File: config.mk
export PLATFORM = sky130hd
export DESIGN_NAME = rtc_calendar
export DESIGN_NICKNAME = d
export VERILOG_FILES = /design/src/rtl/rtc_pkg.sv /design/src/rtl/rtc_prescaler.sv /design/src/rtl/rtc_timekeeper.sv /design/src/rtl/rtc_alarm.sv /design/src/rtl/rtc_calendar.sv
export SDC_FILE = /design/constraint.sdc
export NUM_CORES = 1
export LEC_CHECK = 0
export ABC_AREA = 1
export CAP_MARGIN = 10
export CORE_ASPECT_RATIO = 1.25
export CORE_MARGIN = 5
export CORE_UTILIZATION = 60
export DETAILED_ROUTE_END_ITERATION = 7
export PLACE_DENSITY = 0.8
export SYNTH_ARGS = -nofsm -noshare
export SYNTH_HDL_FRONTEND = slang
export SYNTH_SLANG_ARGS = --single-unit
File: constraint.sdc
create_clock -name clk -period 5.71 [get_ports clk]
set_clock_uncertainty 0.1 [all_clocks]
set_input_delay 1.713 -clock clk [delete_from_list [all_inputs] [get_ports clk]]
set_output_delay 1.713 -clock clk [all_outputs]
set_load 0.03 [all_outputs]
File: src/rtl/rtc_pkg.sv
package rtc_pkg;

   typedef enum logic [3:0] {
      RA_SEC      = 4'd0,
      RA_MIN      = 4'd1,
      RA_HOUR     = 4'd2,
      RA_WDAY     = 4'd3,
      RA_MDAY     = 4'd4,
      RA_MON      = 4'd5,
      RA_YEAR     = 4'd6,
      RA_ALM_SEC  = 4'd7,
      RA_ALM_MIN  = 4'd8,
      RA_ALM_HOUR = 4'd9,
      RA_CTRL     = 4'd10,
      RA_STAT     = 4'd11
   } rtc_addr_e;

   typedef struct packed {
      logic [6:0] year;
      logic [3:0] mon;
      logic [4:0] mday;
      logic [2:0] wday;
      logic [4:0] hour;
      logic [5:0] min;
      logic [5:0] sec;
   } rtc_time_t;

   localparam rtc_time_t RTC_TIME_RESET = '{year: 7'd0, mon: 4'd1, mday: 5'd1,
                                            wday: 3'd1, hour: 5'd0, min: 6'd0, sec: 6'd0};

   function automatic logic [4:0] month_length(input logic [3:0] mon,
                                               input logic [6:0] year,
                                               input int unsigned leap_period);
      logic [4:0] len;
      case (mon)
         4'd2:                   len = ((year % leap_period) == 0) ? 5'd29 : 5'd28;
         4'd4, 4'd6, 4'd9, 4'd11: len = 5'd30;
         default:                len = 5'd31;
      endcase
      return len;
   endfunction

   function automatic logic is_time_addr(input logic [3:0] a);
      return a <= RA_YEAR;
   endfunction

endpackage

File: src/rtl/rtc_prescaler.sv
module rtc_prescaler #(
   parameter int DIV_BITS = 15
) (
   input  logic clk,
   input  logic rst_n,
   input  logic tick_en,
   input  logic clr,
   output logic sec_tick
);
   logic [DIV_BITS-1:0] cnt_q;

   assign sec_tick = tick_en && (&cnt_q) && !clr;

   always_ff @(posedge clk) begin
      if (!rst_n || clr) begin
         cnt_q <= '0;
      end else if (tick_en) begin
         cnt_q <= cnt_q + 1'b1;
      end
   end
endmodule

File: src/rtl/rtc_timekeeper.sv
module rtc_timekeeper
   import rtc_pkg::*;
#(
   parameter int          DST_HW      = 1,
   parameter int          SPRING_MON  = 3,
   parameter int          SPRING_DAY  = 26,
   parameter int          AUTUMN_MON  = 10,
   parameter int          AUTUMN_DAY  = 29,
   parameter int          YEAR_SPAN   = 100,
   parameter int unsigned LEAP_PERIOD = 4
) (
   input  logic       clk,
   input  logic       rst_n,
   input  logic       sec_tick,
   input  logic       dst_en,
   input  logic       wr_en,
   input  logic [3:0] wr_addr,
   input  logic [7:0] wr_data,
   output rtc_time_t  now
);
   localparam logic [6:0] YEAR_LAST = 7'(YEAR_SPAN - 1);

   rtc_time_t now_q, nxt;
   logic      day_carry;
   logic      spring_hit, autumn_hit;
   logic      at_one_59_59;

   assign now          = now_q;
   assign at_one_59_59 = (now_q.hour == 5'd1) && (now_q.min == 6'd59) && (now_q.sec == 6'd59);

   generate
      if (DST_HW != 0) begin : g_dst
         logic fallback_done_q;
         assign spring_hit = dst_en && at_one_59_59 &&
                             (now_q.mon == 4'(SPRING_MON)) && (now_q.mday == 5'(SPRING_DAY));
         assign autumn_hit = dst_en && at_one_59_59 && !fallback_done_q &&
                             (now_q.mon == 4'(AUTUMN_MON)) && (now_q.mday == 5'(AUTUMN_DAY));
         always_ff @(posedge clk) begin
            if (!rst_n) begin
               fallback_done_q <= 1'b0;
            end else if (sec_tick && autumn_hit) begin
               fallback_done_q <= 1'b1;
            end else if (day_carry) begin
               fallback_done_q <= 1'b0;
            end
         end
      end else begin : g_no_dst
         assign spring_hit = 1'b0;
         assign autumn_hit = 1'b0;
      end
   endgenerate

   always_comb begin
      nxt       = now_q;
      day_carry = 1'b0;
      if (sec_tick) begin
         if (spring_hit) begin
            nxt.hour = 5'd3;
            nxt.min  = 6'd0;
            nxt.sec  = 6'd0;
         end else if (autumn_hit) begin
            nxt.hour = 5'd1;
            nxt.min  = 6'd0;
            nxt.sec  = 6'd0;
         end else if (now_q.sec != 6'd59) begin
            nxt.sec = now_q.sec + 6'd1;
         end else begin
            nxt.sec = 6'd0;
            if (now_q.min != 6'd59) begin
               nxt.min = now_q.min + 6'd1;
            end else begin
               nxt.min = 6'd0;
               if (now_q.hour != 5'd23) begin
                  nxt.hour = now_q.hour + 5'd1;
               end else begin
                  nxt.hour  = 5'd0;
                  day_carry = 1'b1;
               end
            end
         end
      end
      if (day_carry) begin
         nxt.wday = (now_q.wday >= 3'd7) ? 3'd1 : now_q.wday + 3'd1;
         if (now_q.mday >= month_length(now_q.mon, now_q.year, LEAP_PERIOD)) begin
            nxt.mday = 5'd1;
            if (now_q.mon >= 4'd12) begin
               nxt.mon  = 4'd1;
               nxt.year = (now_q.year >= YEAR_LAST) ? 7'd0 : now_q.year + 7'd1;
            end else begin
               nxt.mon = now_q.mon + 4'd1;
            end
         end else begin
            nxt.mday = now_q.mday + 5'd1;
         end
      end
      if (wr_en) begin
         case (wr_addr)
            RA_SEC:  nxt.sec  = wr_data[5:0];
            RA_MIN:  nxt.min  = wr_data[5:0];
            RA_HOUR: nxt.hour = wr_data[4:0];
            RA_WDAY: nxt.wday = wr_data[2:0];
            RA_MDAY: nxt.mday = wr_data[4:0];
            RA_MON:  nxt.mon  = wr_data[3:0];
            RA_YEAR: nxt.year = wr_data[6:0];
            default: ;
         endcase
      end
   end

   always_ff @(posedge clk) begin
      if (!rst_n) begin
         now_q <= RTC_TIME_RESET;
      end else begin
         now_q <= nxt;
      end
   end
endmodule

File: src/rtl/rtc_alarm.sv
module rtc_alarm
   import rtc_pkg::*;
(
   input  logic       clk,
   input  logic       rst_n,
   input  logic       alarm_en,
   input  logic [5:0] cur_sec,
   input  logic [5:0] cur_min,
   input  logic [4:0] cur_hour,
   input  logic       wr_en,
   input  logic [3:0] wr_addr,
   input  logic [7:0] wr_data,
   output logic [5:0] alm_sec,
   output logic [5:0] alm_min,
   output logic [4:0] alm_hour,
   output logic       match,
   output logic       flag
);
   logic match_prev_q;
   logic flag_q;
   logic clr_req;

   assign match   = alarm_en && (cur_sec == alm_sec) && (cur_min == alm_min) &&
                    (cur_hour == alm_hour);
   assign clr_req = wr_en && (wr_addr == RA_STAT) && wr_data[0];
   assign flag    = flag_q;

   always_ff @(posedge clk) begin
      if (!rst_n) begin
         alm_sec  <= '0;
         alm_min  <= '0;
         alm_hour <= '0;
      end else if (wr_en) begin
         case (wr_addr)
            RA_ALM_SEC:  alm_sec  <= wr_data[5:0];
            RA_ALM_MIN:  alm_min  <= wr_data[5:0];
            RA_ALM_HOUR: alm_hour <= wr_data[4:0];
            default: ;
         endcase
      end
   end

   always_ff @(posedge clk) begin
      if (!rst_n) begin
         match_prev_q <= 1'b0;
         flag_q       <= 1'b0;
      end else begin
         match_prev_q <= match;
         if (match && !match_prev_q) begin
            flag_q <= 1'b1;
         end else if (clr_req) begin
            flag_q <= 1'b0;
         end
      end
   end
endmodule

File: src/rtl/rtc_calendar.sv
module rtc_calendar
   import rtc_pkg::*;
#(
   parameter int          DIV_BITS    = 15,
   parameter int          DST_HW      = 1,
   parameter int          SPRING_MON  = 3,
   parameter int          SPRING_DAY  = 26,
   parameter int          AUTUMN_MON  = 10,
   parameter int          AUTUMN_DAY  = 29,
   parameter int          YEAR_SPAN   = 100,
   parameter int unsigned LEAP_PERIOD = 4
) (
   input  logic       clk,
   input  logic       rst_n,
   input  logic       tick_en,
   input  logic       wr_en,
   input  logic [3:0] wr_addr,
   input  logic [7:0] wr_data,
   input  logic [3:0] rd_addr,
   output logic [7:0] rd_data,
   output logic       alarm_irq
);
   generate
      if (DIV_BITS < 1 || DIV_BITS > 24) begin : g_bad_div
         $error("rtc_calendar: DIV_BITS must lie in 1..24");
      end
      if (SPRING_MON < 1 || SPRING_MON > 12 || AUTUMN_MON < 1 || AUTUMN_MON > 12) begin : g_bad_mon
         $error("rtc_calendar: adjustment months must lie in 1..12");
      end
      if (SPRING_DAY < 1 || SPRING_DAY > 28 || AUTUMN_DAY < 1 || AUTUMN_DAY > 28 + 3) begin : g_bad_day
         $error("rtc_calendar: adjustment days out of range");
      end
      if (YEAR_SPAN < 2 || YEAR_SPAN > 128) begin : g_bad_span
         $error("rtc_calendar: YEAR_SPAN must lie in 2..128");
      end
      if (LEAP_PERIOD < 1) begin : g_bad_leap
         $error("rtc_calendar: LEAP_PERIOD must be positive");
      end
   endgenerate

   rtc_time_t  now;
   logic       sec_tick;
   logic       time_wr;
   logic       dst_en_q, alarm_en_q;
   logic [5:0] alm_sec, alm_min;
   logic [4:0] alm_hour;
   logic       alarm_match;
   logic       alarm_flag;

   assign time_wr   = wr_en && is_time_addr(wr_addr);
   assign alarm_irq = alarm_flag;

   always_ff @(posedge clk) begin
      if (!rst_n) begin
         dst_en_q   <= 1'b0;
         alarm_en_q <= 1'b0;
      end else if (wr_en && (wr_addr == RA_CTRL)) begin
         dst_en_q   <= wr_data[0];
         alarm_en_q <= wr_data[1];
      end
   end

   rtc_prescaler #(.DIV_BITS(DIV_BITS)) u_div (
      .clk      (clk),
      .rst_n    (rst_n),
      .tick_en  (tick_en),
      .clr      (time_wr),
      .sec_tick (sec_tick)
   );

   rtc_timekeeper #(
      .DST_HW      (DST_HW),
      .SPRING_MON  (SPRING_MON),
      .SPRING_DAY  (SPRING_DAY),
      .AUTUMN_MON  (AUTUMN_MON),
      .AUTUMN_DAY  (AUTUMN_DAY),
      .YEAR_SPAN   (YEAR_SPAN),
      .LEAP_PERIOD (LEAP_PERIOD)
   ) u_time (
      .clk      (clk),
      .rst_n    (rst_n),
      .sec_tick (sec_tick),
      .dst_en   (dst_en_q),
      .wr_en    (wr_en),
      .wr_addr  (wr_addr),
      .wr_data  (wr_data),
      .now      (now)
   );

   rtc_alarm u_alarm (
      .clk      (clk),
      .rst_n    (rst_n),
      .alarm_en (alarm_en_q),
      .cur_sec  (now.sec),
      .cur_min  (now.min),
      .cur_hour (now.hour),
      .wr_en    (wr_en),
      .wr_addr  (wr_addr),
      .wr_data  (wr_data),
      .alm_sec  (alm_sec),
      .alm_min  (alm_min),
      .alm_hour (alm_hour),
      .match    (alarm_match),
      .flag     (alarm_flag)
   );

   always_comb begin
      case (rd_addr)
         RA_SEC:      rd_data = {2'b0, now.sec};
         RA_MIN:      rd_data = {2'b0, now.min};
         RA_HOUR:     rd_data = {3'b0, now.hour};
         RA_WDAY:     rd_data = {5'b0, now.wday};
         RA_MDAY:     rd_data = {3'b0, now.mday};
         RA_MON:      rd_data = {4'b0, now.mon};
         RA_YEAR:     rd_data = {1'b0, now.year};
         RA_ALM_SEC:  rd_data = {2'b0, alm_sec};
         RA_ALM_MIN:  rd_data = {2'b0, alm_min};
         RA_ALM_HOUR: rd_data = {3'b0, alm_hour};
         RA_CTRL:     rd_data = {6'b0, alarm_en_q, dst_en_q};
         RA_STAT:     rd_data = {7'b0, alarm_flag};
         default:     rd_data = 8'h00;
      endcase
   end
endmodule

==> summary.txt <==
Die
  – Initial core utilization: 60.8%
  – Chip width: 91.3 um
  – # IOs: 29
  – Core area: 0.00815 sq mm
  – Die ar.: 0.0102 sq mm
  – Rows: 37
  – Die Height: 112 um

Timing
  – Slew margin rel.: 42.2%
  – Fin crit period: 5.62 ns
  – Finish-stage setup viols: 0
  – Fin crit share: 98.4%
  – Final WS setup: 0.0896 ns
  – Fin. max-slew vios: 0
  – Final number of hold-violating endpoints: 0
  – Setup Total Neg Slack: 0 ns
  – Hold slack: 0.379 ns
  – Max Fclk: 0.178 GHz
  – Slew @ Worst Pin: 0.866 ns
  – RSZ-0062 raised after global routing: false

Clock tree
  – CTS Buffer Depth: 2
  – Cts bufs inserted: 9
  – Clock Sinks: 73
  – H-tree lvl count: 3
  – Setup repair bufs after CTS: 0
  – Clock transition at the registers of the reported paths: 0.07 ns
  – Root Driver: clkbuf_8
  – Clock Latency Late Sink: 0.37 ns
  – CTS tree: done

Critical path
  – Crit path kind: in2out
  – Reg2Reg Capture Point: u_time.now[27]
  – Crit path DAT: 3.81 ns
  – Delay of the slowest critical-path stage: 0.71 ns
  – Worst path slowest cell: clkdlybuf4s50_1
  – R2R cell count: 16
  – Crit path required time: 3.90 ns
  – Worst r2r src: u_time.now[25]
  – CP max FO: 5
  – CP startpoint kind: input pin
  – Flop2flop setup slack: 2.76 ns
  – CP Cell Sequence: clkdlybuf4s50_1 -> inv_1 -> nor2_1 -> nand2_1 -> o21ai_0 -> nor2_1 -> o2111ai_1 -> clkdlybuf4s50_1
  – CP Launch Point: rd_addr[2]
  – Crit. End Element: output pin

Place
  – GPL Wtd Cong: 0.985
  – Worst slack, placed: 0.0501 ns
  – IO buf count: 26
  – Hpwl dp: 11.5 mm

Yosys
  – Largest cells by area after synthesis: dfxtp_1, nand2_1, inv_1
  – Netlist cell types: 46
  – Asr flop ratio synth: 0%
  – Yosys top cell area share: 29.5%
  – Cell taking the most area after synthesis: dfxtp_1
  – Synth Cell Area: 0.00495 sq mm
  – EDFF count, synth: 0
  – Synth Register Bits: 73
  – Net Count, Synth: 813
  – Ys flop type: dfxtp_1
  – Cells after Synth: 775
  – Syn. warnings: 0
  – Seq/Total Area, Yosys: 29.5%
  – Avg Cell Area, Syn: 6.39 sq um

Hold path
  – Hold endpoint: u_div.cnt_q[9]
  – HP Start: u_div.cnt_q[9]
  – Hold Crit Depth: 2
  – Min-delay worst type: reg2reg

Detailed routing
  – DRT Pass-1 Iters: 6
  – DRT Wirelength: 15.2 mm
  – Post-DR vias/cell: 5.94
  – WL/cell: 16.9 um
  – Drt drc: 0
  – Antenna violation net count after detailed routing: 0
  – Via count: 5356
  – 1st-iter DRT viols: 510

Cells and area
  – Final net count: 839
  – Area occupied by registers: 0.00146 sq mm
  – Layout area overhead: 10.5%
  – Share of layout cells above drive strength 1: 6.21%
  – Most frequent cells in the layout: nand2_1, inv_1, nor2_1, dfxtp_1, a21oi_1
  – Antenna cell count: 0
  – # fillers: 761
  – Commonest non-fill, non-tap cell in the layout: nand2_1
  – Fin util: 67.2%
  – Area of the multi-input gates: 0.00292 sq mm

Power
  – Cell Pwr Density: 194 mW/mm^2
  – Power after layout: 0.00106 W
  – Lkg Pwr: 2.41 nW
  – Maximum vdd ir drop: 0.000166 V

GRT
  – Total Routing Usage GR: 30.2%
  – Initial antenna violation count: 0
  – Vias in the first global route: 4936
  – Largest net degree at the start of global routing: 40
  – First-pass GRT wire length: 24.8 mm
  – GRT overflow: 0

Status
  – Outcome: completed

Flow run
  – Max Cap Viol: 0
-- power breakdown --
| group | total [W] | internal (W) | switching [W] |
|---|---|---|---|
| clock | 0.000421 | 0.000222 | 0.000199 |
| combinational | 0.000112 | 0.0000387 | 0.0000732 |
| sequential | 0.000530 | 0.000518 | 0.0000113 |
| total | 0.00106 | 0.000779 | 0.000283 |
-- stage by stage --
stage,cell area (sq um),instances
4_1_cts,5470,902
3_3_place_gp,5270,887
3_5_place_dp,5270,887
2_1_floorplan,4950,775
5_1_grt,5470,902
6_report,5470,902
-- critical path, delay by kind of cell --
family	cells	cell delay [ns]
AO/OA/AOI/OAI	2	0.34
buffers and inverters	3	1.24
AND/OR/NAND/NOR	3	0.51
-- per-layer routing --
| metal | vias up | global-route usage [%] | wire length [um] |
|---|---|---|---|
| met3 | 49 | 5.54 | 1170 |
| met5 | - | 0 | 0 |
| met2 | 255 | 51.3 | 7390 |
| met1 | 2444 | 37.1 | 6090 |
| met4 | 0 | 12.7 | 580 |
| li1 | 2608 | - | - |
-- synth_stat cells (4+ instances only) --
cell type  count
nor3_1        15
o21ai_0       65
nor2_4         5
nand3_2        4
nand2_1      149
nand3_1       51
o221ai_1       5
ha_1          18
dfxtp_1       73
o211ai_1       4
nor2_1        87
o22ai_1       19
a21oi_1       69
nand4_1       14
clkbuf_1       8
nand2_2        6
clkinv_1       5
xor2_1        13
inv_2          7
inv_1        117
-- worst max path at each step --
stage | to | slack, ns | cells after the start
after floorplan | rd_data[5] | 1.24 | 4
after global placement | rd_data[4] | 0.10 | 10
after detailed placement | rd_data[4] | 0.05 | 10
after CTS | rd_data[4] | 0.03 | 10
after global routing | rd_data[2] | 0.008 | 8
final | rd_data[2] | 0.09 | 8
-- registers in the layout (all words and copies together), names as in the netlist --
register / flops
alarm_en_q: 1
u_alarm.alm_min: 6
dst_en_q: 1
u_div.cnt_q: 15
u_time.g_dst.fallback_done_q: 1
u_alarm.alm_sec: 6
u_alarm.flag: 1
u_time.now: 36
u_alarm.match_prev_q: 1
u_alarm.alm_hour: 5
-- cell families after synthesis --
family / count (synthesis) / share of synthesized area, %
other: 1 / 0.0757
AO/OA/AOI/OAI: 178 / 19.9
flip-flops: 73 / 29.5
adder cells (fa/ha/maj): 18 / 4.55
AND/OR/NAND/NOR: 348 / 32.1
buffers and inverters: 143 / 11.5
XOR/XNOR: 14 / 2.48
-- what timing repair did --
item	CTS	global route
hold buffers	0	0
gates resized for setup	0	1
setup endpoints to repair	0	1
-- cell type report --
type	count	area share [%]
Clock buffer	12	2.84
Multi-Input combinational cell	559	53.4
Timing Repair Buffer	29	5.21
Sequential cell	73	26.7
Clock inverter	3	0.732
Tap cell	97	2.22
Inverter	129	8.85
(Power assumes the default switching activity.)
